$ cat src/rtl/picket_oneshot.sv
module picket_oneshot #(
  parameter int W = 4,
  parameter logic [W-1:0] SEED = W'(11)
) (
  input  logic clk,
  input  logic rst_n,
  input  logic pix_en,
  input  logic trig,
  input  logic offscreen,
  input  logic rnd_bit,
  output logic picket
);
  localparam logic [W-1:0] TOP = '1;
  localparam int CW = (W > 1) ? $clog2(W) : 1;
  localparam logic [CW-1:0] LAST = CW'(W - 1);

  logic [W-1:0]  cnt, word;
  logic [CW-1:0] ldc;
  logic          active, loading;

  wire acc_trig = trig & ~loading & ~offscreen;
  wire start_ld = offscreen & ~loading;
  wire timeout  = active & pix_en & (cnt == TOP);

  always_ff @(posedge clk) begin
    if (!rst_n) begin
      cnt    <= '0;
      active <= 1'b0;
      picket <= 1'b0;
    end else begin
      picket <= timeout;
      if (acc_trig) begin
        cnt    <= word;
        active <= 1'b1;
      end else if (timeout) begin
        active <= 1'b0;
      end else if (active && pix_en) begin
        cnt <= cnt + 1'b1;
      end
    end
  end

  always_ff @(posedge clk) begin
    if (!rst_n) begin
      word    <= SEED;
      loading <= 1'b0;
      ldc     <= '0;
    end else begin
      if (loading)
        word <= {word[W-2:0], rnd_bit};
      else if (acc_trig)
        word <= {word[W-2:0], word[W-1]};
      if (start_ld) begin
        loading <= 1'b1;
        ldc     <= '0;
      end else if (loading) begin
        ldc <= ldc + 1'b1;
        if (ldc == LAST) loading <= 1'b0;
      end
    end
  end

  AST_PULSE_NEEDS_STROBE: assert property (@(posedge clk) disable iff (!rst_n)
    picket |-> $past(pix_en && active));
  AST_IDLE_NO_PULSE: assert property (@(posedge clk) disable iff (!rst_n)
    (!active && !trig) |=> !picket);
  AST_HOLD_WITHOUT_STROBE: assert property (@(posedge clk) disable iff (!rst_n)
    (!pix_en && !acc_trig) |=> $stable(cnt));
  AST_WORD_KEPT: assert property (@(posedge clk) disable iff (!rst_n)
    (!loading && !acc_trig) |=> $stable(word));
  AST_LOAD_BLOCKS_TRIG: assert property (@(posedge clk) disable iff (!rst_n)
    (loading && trig && !active) |=> !active);
  AST_LOAD_NO_RESTART: assert property (@(posedge clk) disable iff (!rst_n)
    (loading && offscreen && ldc != LAST) |=> (ldc == $past(ldc) + 1'b1));
endmodule

$ cat config.mk
export PLATFORM = sky130hd
export DESIGN_NAME = picket_oneshot
export DESIGN_NICKNAME = d
export VERILOG_FILES = /design/src/rtl/picket_oneshot.sv
export SDC_FILE = /design/constraint.sdc
export NUM_CORES = 1
export LEC_CHECK = 0
export BUFFER_PORTS_ARGS = -buffer_cell sky130_fd_sc_hd__buf_2
export CAP_MARGIN = 20
export CORE_AREA = 2 2 39 41
export DETAILED_ROUTE_END_ITERATION = 6
export DIE_AREA = 0 0 41 43
export GPL_TIMING_DRIVEN = 0
export PLACE_DENSITY_LB_ADDON = 0.05
export SLEW_MARGIN = 20
export SYNTH_ARGS = -nofsm -noshare
export SYNTH_HDL_FRONTEND = slang
export SYNTH_SLANG_ARGS = --single-unit
$ cat constraint.sdc
create_clock -name clk -period 2.4 [get_ports clk]
set_input_delay 0.12 -clock clk [delete_from_list [all_inputs] [get_ports clk]]
set_output_delay 0.12 -clock clk [all_outputs]
set_load 0.005 [all_outputs]
; Word-level counts from Yosys, hierarchy flattened
; Cells that the tools add are included.
[totals]
in_bits = 6
output_inout_bits = 1
elab_cells = 35
register_bits = 13
[op_classes]
muxes = 10
n_eq_ne = 3
reduce_logical = 6
n_addsub = 2
bitwise_logic = 8
[ops]
columns = cell, n
row1 = 4-bit 2-to-1 mux, 5
row2 = 2-bit nonzero test, 3
row3 = 1-bit AND, 5
row4 = 1-bit 2-to-1 mux, 5
row5 = "4-bit by 1-bit adder with 4-bit output, second input constant", 1
row6 = "4-bit equality test, second input constant", 1
row7 = 1-bit NOT, 3
row8 = "2-bit by 1-bit adder with 2-bit output, second input constant", 1
row9 = "2-bit equality test, second input constant", 1
row10 = "2-bit != test, second input constant", 1
row11 = 2-bit AND reduction, 1
row12 = 2-bit OR reduction, 1
row13 = 1-bit logical AND, 1

; Longest topological paths before layout
; Gate-level depths: netlist of run 1.
[depth]
ltp_word = 5
ltp_mapped = 4
depth_no_buf = 4

; Worst setup path after synthesis of run 1
; Ideal clock, no wire load.
[synth_path]
path_kind = reg-to-reg
startpoint = register cnt[0]
endpoint = register cnt[1]
required_ps = 2326
synth_period_minus_slack_ps = 1289
setup_ps = 74
arrival_ps = 1215
stages_incl_launch_ff = 5
path_slack_ps = 1111
path_buffers = 0
cell_sequence = dfxtp_1 > ha_1 > and3_4 > or3b_1 > a31oi_1
[synth_between]
elab_chain_len = 4
word_cells_on_any_way = 8
classes_between = 1 x add/sub / 2 x eq/ne / 3 x mux / 1 x bitwise / 1 x reduce/logical
[synth_rtl]
columns = item, line
row1 = "start, declared", 17  ; logic [W-1:0] cnt, word;
row2 = "start signal, assigned", 33  ; cnt <= word;
row3 = "start signal, assigned", 38  ; cnt <= cnt + 1'b1;
row4 = 4-bit by 1-bit adder with 4-bit output / 4-bit equality test (equally long branches), "38, 23"
row5 = 4-bit 2-to-1 mux / 1-bit AND (equally long branches), "37, 23"
row6 = 4-bit 2-to-1 mux / 2-bit != test (equally long branches), --
row7 = 4-bit 2-to-1 mux / 2-bit AND reduction (equally long branches), --
; Several ways; a longest one is shown, not always the timed one. The select of a mux whose other input is x is not followed.
; A chain may end at the register's enable or synchronous reset.

; Final worst setup path of run 1
; Same ends and word-level chain as after synthesis.

==> key figures, run 1 <==
Yosys
  – Cell area after synthesis: 606 µm²
  – Leading area contributor after synthesis: dfxtp_1
  – Area fraction of the dominant cell type after synthesis: 0.430
  – Synth Instances: 70
  – Largest cells by area after synthesis: dfxtp_1, o21ai_0, mux2i_1, ha_1, nand3b_1
  – Sequential fraction of the synthesis area: 0.430
  – Ys async rst share: 0
  – Register bit count reported by yosys: 13
  – Avg Inst Size Synth: 8.65 µm²
  – Top_reg_cell synth: dfxtp_1
  – EDFF count, synth: 0
  – Syn nets: 78
  – Synth warnings: 0
  – Distinct cells, synth: 25

Clock network
  – TritonCTS buffer count: 3
  – Sink Count: 13
  – TritonCTS clock tree: done
  – Hold buffers post-CTS: 0
  – Setup bufs post-CTS: 0
  – Root Buffer: clkbuf_4
  – CTS H-tree depth: 1
  – Max Root-Sink Buffers: 2
  – Number of gates resized after cts: 0
  – Clk pin slew, worst setup/hold paths: 0.08 ns
  – Clock Latency Late Sink: 0.27 ns

STA
  – Final hold violations: 0
  – Tmin final: 1.38 ns
  – RSZ-0062 raised after global routing: no
  – Worst-Margin Slew: 0.348 ns
  – Max-slew headroom: 0.768
  – Setup_tns: 0 ns
  – Clk_skew: 0.00245 ns
  – Max Clk Rate: 725 MHz
  – Pins Over Slew Limit: 0
  – Final Setup Violations: 0
  – Final Cycle Share: 0.575

Finish
  – Nets: 88
  – Antenna diodes: 0
  – Final Util: 0.489
  – Layout cells sized above 1: 0.139
  – Filler instances: 140
  – Area Overhead vs Synth: 11.8%

Setup path
  – CP Class: reg2reg
  – Critical path endpoint category: register
  – Setup crit start kind: register
  – Worst-path maximum fanout: 4
  – WP data required: 2.60 ns
  – Crit path DAT: 1.58 ns

Route
  – Remaining antenna violation count: 0
  – Routed vias/inst: 5.23
  – Final WL: 1080 µm
  – Residual DRC: 0
  – First DRT Iteration DRCs: 7
  – DR pass1 iterations: 4
  – Wire per inst: 11.4 µm
  – Via total after detailed routing: 497

Power
  – PD cells: 623 mW/mm²
  – Lkg Pwr: 0.265 nW
  – Worst VDD drop: 0.000308 V

Global route
  – Vias in the first global route: 530
  – Grt ovf: 0
  – Pin count of the biggest net entering global routing: 11
  – All-Layer GR Usage: 0.181
  – Initial antenna violation count: 0
  – First-pass GRT wire length: 2150 µm

Die
  – FP Rows: 14
  – Die W: 41 µm
  – Die height: 43 µm
  – Core area: 0.00138 mm²
  – Ports: 7
  – Total Die Area: 0.00176 mm²
  – Starting Density: 0.438

Placement
  – GP Congestion: 0.666
  – Number of buffers added on ports: 5
  – Hpwl dp: 801 µm

Run status
  – Status: complete, no violations

Flow run
  – Max-cap violation count: 0

Min path
  – Tightest Hold Check Type: in2reg
## path summary, 6_finish.rpt
kind                            startpoint       to  slack [ns]  cells past startpoint
worst max-delay path                cnt[0]   cnt[1]        1.02                      4
worst min register to register     word[2]   cnt[2]        0.49                      2
worst max register to register      cnt[0]   cnt[1]        1.02                      4
worst min-delay path               rnd_bit  word[0]        0.12                      3
## final cells by class
type                            count  area (µm²)  share of cell area
Multi-Input combinational cell     52         324               0.479
Sequential cell                    13         260               0.384
Clock buffer                        4        26.3              0.0388
Timing Repair Buffer                5        25.0              0.0370
Tap cell                           16        20.0              0.0296
Buffer                              3        13.8              0.0203
Inverter                            2        7.51              0.0111
## sequential cells by signal (all words and copies together) (netlist names)
| register | count |
|---|---|
| loading | 1 |
| cnt | 4 |
| ldc | 2 |
| active | 1 |
| word | 4 |
| picket | 1 |
## Yosys cell counts, types with 3 or more instances
library cell / instances
dfxtp_1: 13
o21ai_0: 7
nand2_1: 5
nand3_1: 4
nor2_1: 4
a21oi_1: 3
a31oi_1: 3
mux2i_1: 3
nand3b_1: 3
o21ai_1: 3
## where the power goes
part	leakage [nW]	switching, W	internal, W	total (W)
combinational	0.143	0.0000247	0.0000231	0.0000478
sequential	0.107	0.0000120	0.000230	0.000242
clock	0.0150	0.0000673	0.0000643	0.000132
total	0.265	0.000104	0.000318	0.000422
## per-layer routing
| metal | global-route usage | vias to the layer above | routed length (µm) |
|---|---|---|---|
| met4 | 0.120 | 0 | 14 |
| li1 | - | 270 | - |
| met1 | 0.228 | 215 | 506 |
| met5 | 0 | - | 0 |
| met2 | 0.269 | 10 | 510 |
| met3 | 0.0314 | 2 | 47 |
## cell usage in the layout, fill, tap and decap left out
cell	count
nor2_1	4
buf_2	7
dfxtp_1	13
a211oi_1	1
ha_1	2
nor3b_1	1
o21ai_1	3
nand3b_1	3
nor3_1	1
nand2b_1	2
clkbuf_4	3
nand2_1	5
clkbuf_1	2
and3b_1	1
o31ai_1	1
and3_4	1
o22ai_1	1
a21oi_1	3
or3b_1	2
nor2b_1	2
nand3_1	4
mux2i_1	3
inv_1	2
or3_1	2
o21ai_0	7
a31oi_1	3
## worst max-delay path, stage by stage (launching register included)
cell	delay, ns
dfxtp_1	0.34
ha_1	0.25
and3_4	0.20
or3b_1	0.37
a31oi_1	0.16
## per-stage QoR
stage	area (µm²)	setup WS, ns	power [W]	hold WS (ns)	instances
6_report	677	1.02	0.000422	0.119	95
5_1_grt	677	0.918	0.000451	0.143	95
4_1_cts	677	1.01	0.000429	0.120	95
3_5_place_dp	651	1.04	0.000295	0.409	91
3_3_place_gp	651	1.04	0.000295	0.409	91
2_1_floorplan	606	1.11	0.000281	0.264	70
## cell families (layout without fill, tap and decap cells)
logic type	Yosys count	after routing	synth area share
compound gates	19	19	0.174
fa+ha+maj	2	2	0.0413
buf+inv	5	14	0.0351
flops	13	13	0.430
mux	3	3	0.0496
simple gates	28	28	0.271
No activity file was read; power rests on OpenSTA's default activity.
==> run 2: changes to the inputs <==
Clock period 2.4 ns to 1.45 ns, I/O delays scaled along.
==> key figures, run 2 (synthesized netlist as in run 1, its figures left out) <==
STA
  – Pins Over Slew Limit: 0 (unchanged)
  – Final hold violations: 0 (unchanged)
  – Tmin final: 1.33 ns (-0.0475 ns)
  – Max Clk Rate: 750 MHz (+3.6%)
  – Final worst slack: 0.117 ns (-0.902 ns)
  – Setup_tns: 0 ns (unchanged)
  – Worst-Margin Slew: 0.348 ns (-0.000223 ns)
  – RSZ-0062 raised after global routing: no
  – Final Setup Violations: 0 (unchanged)
  – Clk_skew: 0.00262 ns (+0.000177 ns)
  – Max-slew headroom: 0.768 (about the same)
  – Final Cycle Share: 0.919 (+0.344)

Setup path
  – WP data required: 1.65 ns (-0.95 ns)
  – Critical Path Source: cnt[0]
  – RR Startpoint: cnt[0]
  – R2r endpoint: cnt[1]
  – Setup crit start kind: register
  – CP Class: reg2reg
  – R2r worst-path depth: 4 (unchanged)
  – Worst-path maximum fanout: 4 (unchanged)
  – Crit path DAT: 1.54 ns (-0.04 ns)
  – Reg2Reg Setup Slack: 0.12 ns (-0.90 ns)
  – Critical path endpoint category: register

Die
  – Die height: 43 µm (unchanged)
  – Starting Density: 0.438 (unchanged)
  – Die W: 41 µm (unchanged)
  – Total Die Area: 0.00176 mm² (unchanged)
  – FP Rows: 14 (unchanged)
  – Core area: 0.00138 mm² (unchanged)
  – Ports: 7 (unchanged)

Placement
  – Number of buffers added on ports: 5 (unchanged)
  – Hpwl dp: 801 µm (unchanged)
  – GP Congestion: 0.666 (unchanged)
  – Setup WS pre-CTS: 0.0890 ns (-0.950 ns)

Route
  – DR pass1 iterations: 4 (unchanged)
  – Routed vias/inst: 5.24 (+0.20%)
  – Residual DRC: 0 (unchanged)
  – Final WL: 1080 µm (about the same)
  – Wire per inst: 11.3 µm (about the same)
  – Via total after detailed routing: 498 (+0.20%)
  – Remaining antenna violation count: 0 (unchanged)
  – First DRT Iteration DRCs: 8 (+1)

Global route
  – All-Layer GR Usage: 0.181 (unchanged)
  – Pin count of the biggest net entering global routing: 11 (unchanged)
  – First-pass GRT wire length: 2150 µm (unchanged)
  – Initial antenna violation count: 0 (unchanged)
  – Vias in the first global route: 530 (unchanged)
  – Grt ovf: 0 (unchanged)

Clock network
  – CTS H-tree depth: 1 (unchanged)
  – Setup bufs post-CTS: 0 (unchanged)
  – Sink Count: 13 (unchanged)
  – Max Root-Sink Buffers: 2 (unchanged)
  – Clk pin slew, worst setup/hold paths: 0.08 ns (about the same)
  – TritonCTS buffer count: 3 (unchanged)
  – Root Buffer: clkbuf_4
  – Hold buffers post-CTS: 0 (unchanged)
  – Clock Latency Late Sink: 0.27 ns (about the same)
  – TritonCTS clock tree: done

Finish
  – Most frequent cells in the layout: dfxtp_1, buf_2, o21ai_0
  – Most common cell after layout, fill and taps aside: dfxtp_1
  – Layout cells sized above 1: 0.152 (+0.0127)
  – Nets: 88 (unchanged)
  – Antenna diodes: 0 (unchanged)
  – Biggest regs: cnt (4), word (4), ldc (2)
  – Area Overhead vs Synth: 12.2%

Power
  – Worst VDD drop: 0.000510 V (+65%)
  – PD cells: 1030 mW/mm² (+65%)
  – Lkg Pwr: 0.262 nW (-0.98%)

Min path
  – Tightest Hold Check Type: in2reg
  – Hold Path End: word[0]
  – Worst hold path startpoint: rnd_bit
  – Worst Hold Depth: 3 (unchanged)

Flow run
  – Max-cap violation count: 0 (unchanged)

Run status
  – Status: complete, no violations
## run 2: what timing repair did
item / CTS / global route
setup endpoints to repair: 0 / 1
resized for setup: 0 / 1
endpoints found under the hold margin: 0 / 0
## run 2: layer usage
metal,vias to the layer above,GRT usage,wire [µm]
li1,271,-,-
met1,214,0.228,502
met2,11,0.269,511
met3,2,0.0314,49
met4,0,0.120,14
met5,-,0,0
## run 2: where the power goes
| part | internal (W) | leakage (nW) | switching (W) |
|---|---|---|---|
| Clock | 0.000106 | 0.0150 | 0.000111 |
| Sequential | 0.000381 | 0.107 | 0.0000200 |
| Combinational | 0.0000386 | 0.140 | 0.0000410 |
| Total | 0.000526 | 0.262 | 0.000172 |
## run 2: critical path, stage by stage (launching register included)
cell and delay (ns):
dfxtp_1 0.34, ha_2 0.21, and3_4 0.19, or3b_1 0.37
a31oi_1 0.16
## run 2: worst max path at each step
stage / to / slack, ns / depth (start not counted)
after global placement: cnt[1] / 0.09 / 4
after detailed placement: cnt[1] / 0.09 / 4
final: cnt[1] / 0.12 / 4
after global routing: cnt[1] / 0.02 / 4
after floorplan: cnt[1] / 0.16 / 4
after CTS: cnt[1] / 0.06 / 4
## run 2: through the flow
stage	instances	instance area, µm²	hold slack, ns	util	total power, W
after floorplan	70	606	0.216	-	0.000465
after global placement	91	651	0.362	0.470	0.000489
after detailed placement	91	651	0.362	0.470	0.000489
after CTS	95	677	0.0729	0.489	0.000710
after global routing	95	679	0.0951	0.491	0.000747
final	95	679	0.0720	0.491	0.000698
## run 2: cell type report
type                            instances  area, µm²
Buffer                                  3       13.8
Clock buffer                            4       26.3
Tap cell                               16       20.0
Timing Repair Buffer                    5       25.0
Inverter                                2       7.51
Multi-Input combinational cell         52        327
Fill cell                             140        704
Sequential cell                        13        260
==> run 3: changes to the inputs <==
--- a/config.mk
+++ b/config.mk
@@ -6,9 +6,10 @@
 export NUM_CORES = 1
 export LEC_CHECK = 0
+export ABC_AREA = 1
 export BUFFER_PORTS_ARGS = -buffer_cell sky130_fd_sc_hd__buf_2
 export CAP_MARGIN = 20
-export CORE_AREA = 2 2 39 41
+export CORE_MARGIN = 2
+export CORE_UTILIZATION = 48
 export DETAILED_ROUTE_END_ITERATION = 6
-export DIE_AREA = 0 0 41 43
 export GPL_TIMING_DRIVEN = 0
 export PLACE_DENSITY_LB_ADDON = 0.05
==> constraint.sdc (replaced) <==
create_clock -name clk -period 1.45 [get_ports clk]
set_input_delay 0.0725 -clock clk [delete_from_list [all_inputs] [get_ports clk]]
set_output_delay 0.0725 -clock clk [all_outputs]
set_load 0.1 [all_outputs]
==> key figures, run 3 <==
Yosys
  – Synth Instances: 86 (+23%)
  – Sequential fraction of the synthesis area: 0.417 (-0.0129)
  – Avg Inst Size Synth: 7.26 µm² (-16%)
  – Syn nets: 94 (+21%)
  – EDFF count, synth: 0 (unchanged)
  – Register bit count reported by yosys: 13 (unchanged)
  – Dominant cell by count in the synthesized netlist: nand2_1
  – Area fraction of the dominant cell type after synthesis: 0.417 (-0.0129)
  – Commonest cells in the netlist: nand2_1, dfxtp_1, nor2_1, inv_1
  – Largest cells by area after synthesis: dfxtp_1, nand2_1, nor2_1, ha_1, inv_1
  – Leading area contributor after synthesis: dfxtp_1
  – Top_reg_cell synth: dfxtp_1
  – Cell area after synthesis: 624 µm² (+3.1%)
  – Ys async rst share: 0 (unchanged)
  – Synth warnings: 0 (unchanged)
  – Distinct cells, synth: 20 (-20%)

STA
  – Max Clk Rate: 827 MHz (+10%)
  – Setup_tns: 0 ns (unchanged)
  – Final Setup Violations: 0 (unchanged)
  – Clk_skew: 0.00467 ns (+0.00205 ns)
  – Final hold violations: 0 (unchanged)
  – Worst-Margin Slew: 0.481 ns (+0.133 ns)
  – Final Cycle Share: 0.834 (-0.0847)
  – RSZ-0062 raised after global routing: no
  – Pins Over Slew Limit: 0 (unchanged)
  – Tmin final: 1.21 ns (-0.123 ns)
  – Max-slew headroom: 0.681 (-0.0868)

Global route
  – First-pass GRT wire length: 1870 µm (-13%)
  – Grt ovf: 0 (unchanged)
  – Vias in the first global route: 459 (-13%)
  – Initial antenna violation count: 0 (unchanged)
  – All-Layer GR Usage: 0.187 (+0.00542)
  – Pin count of the biggest net entering global routing: 10 (-1)

Setup path
  – CP Class: reg2reg
  – Crit path DAT: 1.38 ns (-0.16 ns)
  – Critical path endpoint category: register
  – WP data required: 1.62 ns (-0.03 ns)
  – Setup crit start kind: register
  – R2r worst-path depth: 5 (+1)
  – Worst-path maximum fanout: 5 (+1)

Die
  – Starting Density: 0.540 (+0.102)
  – Core area: 0.00116 mm² (-16%)
  – Die W: 40.1 µm (-2.3%)
  – Total Die Area: 0.00161 mm² (-9.0%)
  – Die height: 40.1 µm (-6.8%)
  – FP Rows: 12 (-2)
  – Ports: 7 (unchanged)

Clock network
  – Setup bufs post-CTS: 0 (unchanged)
  – Max Root-Sink Buffers: 2 (unchanged)
  – Clock Latency Late Sink: 0.28 ns (about the same)
  – Sink Count: 13 (unchanged)
  – CTS H-tree depth: 1 (unchanged)
  – TritonCTS clock tree: done
  – Number of gates resized after cts: 0 (unchanged)
  – Clk pin slew, worst setup/hold paths: 0.08 ns (about the same)
  – Hold buffers post-CTS: 0 (unchanged)
  – TritonCTS buffer count: 3 (unchanged)
  – Root Buffer: clkbuf_4

Finish
  – Biggest regs: cnt (4), word (4), ldc (2)
  – Layout cells sized above 1: 0.200 (+0.0481)
  – Most frequent cells in the layout: nand2_1, nor2_1, dfxtp_1
  – Nets: 104 (+18%)
  – Area Overhead vs Synth: 11.0%
  – Antenna diodes: 0 (unchanged)
  – Layout Cells excl Fill: 109 (+15%)
  – Filler instances: 113 (-19%)
  – Most common cell after layout, fill and taps aside: nand2_1

Power
  – Worst VDD drop: 0.000728 V (+43%)
  – Lkg Pwr: 0.337 nW (+28%)
  – PD cells: 1090 mW/mm² (+5.6%)

Flow run
  – Max-cap violation count: 0 (unchanged)

Placement
  – Dpl cells: 105 (+15%)
  – GP Congestion: 0.738 (+11%)
  – Number of buffers added on ports: 5 (unchanged)
  – Hpwl dp: 841 µm (+5.1%)

Route
  – Residual DRC: 0 (unchanged)
  – Remaining antenna violation count: 0 (unchanged)
  – Routed vias/inst: 4.94 (-5.7%)
  – Wire per inst: 9.79 µm (-14%)
  – Final WL: 1070 µm (-1.0%)
  – DR pass1 iterations: 3 (-1)
  – Via total after detailed routing: 539 (+8.2%)
  – First DRT Iteration DRCs: 5 (-3)

Run status
  – Status: complete, no violations

Min path
  – Tightest Hold Check Type: in2reg
  – Worst Hold Depth: 3 (unchanged)
==> run 3: cell types whose count changed after synthesis, sizes merged, moves of 3 or more <==
cell,previous run,this run
mux2i,3,0
inv,2,10
nor2,4,14
o21ai,10,6
nand3b,3,0
a31oi,3,0
or2,0,3
nand2,5,24
==> run 3: final timing paths <==
check                             start  endpoint  slack (ns)
worst max-delay path             cnt[0]    active        0.24
worst min-delay path            rnd_bit   word[0]        0.05
worst max register to register   cnt[0]    active        0.24
worst min register to register  word[3]   word[3]        0.46
==> run 3: logic make-up (layout without fill, tap and decap cells) <==
kind of cell / Yosys count / in the layout / share of synthesized area
AOI/OAI and AO/OA: 12 / 12 / 0.104
xor gates and xnor gates: 1 / 1 / 0.0140
adders and majority gates: 2 / 2 / 0.0401
buffers and inverters: 11 / 20 / 0.0681
DFF: 13 / 13 / 0.417
and+or+nand+nor: 47 / 47 / 0.357
==> run 3: stage by stage <==
stage	util	setup WS, ns	cell area [µm²]	hold slack (ns)	total power (W)
2_1_floorplan	-	0.366	624	0.227	0.000510
3_3_place_gp	0.577	0.267	667	0.327	0.000536
3_5_place_dp	0.577	0.252	667	0.335	0.000538
4_1_cts	0.600	0.240	693	0.0420	0.000763
5_1_grt	0.600	0.159	693	0.0553	0.000793
6_report	0.600	0.240	693	0.0463	0.000752
==> run 3: power by group <==
part | leakage (nW) | internal [W] | total, W | switching, W
registers | 0.107 | 0.000386 | 0.000412 | 0.0000253
logic | 0.215 | 0.0000488 | 0.000118 | 0.0000688
clock network | 0.0150 | 0.000107 | 0.000223 | 0.000116
total | 0.337 | 0.000542 | 0.000752 | 0.000211
==> run 3: worst max-delay path: stages (launching register included) <==
cell     delay, ns
dfxtp_1       0.42
ha_1          0.21
nand3_1       0.12
or2_1         0.24
nand2_1       0.07
a21oi_1       0.05
==> run 3: final cells by class <==
cell class                      count  area, µm²  area share
Multi-Input combinational cell     62        322       0.464
Sequential cell                    13        260       0.375
Inverter                           10       37.5      0.0542
Clock buffer                        4       26.3      0.0379
Timing Repair Buffer                5       25.0      0.0361
Tap cell                           14       17.5      0.0253
Buffer                              1       5.00     0.00722
==> run 3: routing by layer <==
metal / vias up / global-route usage / part of all wire
li1: 295 / - / -
met1: 233 / 0.197 / 0.48
met2: 6 / 0.306 / 0.46
met3: 5 / 0.0500 / 0.030
met4: 0 / 0.155 / 0.029
met5: - / 0 / 0
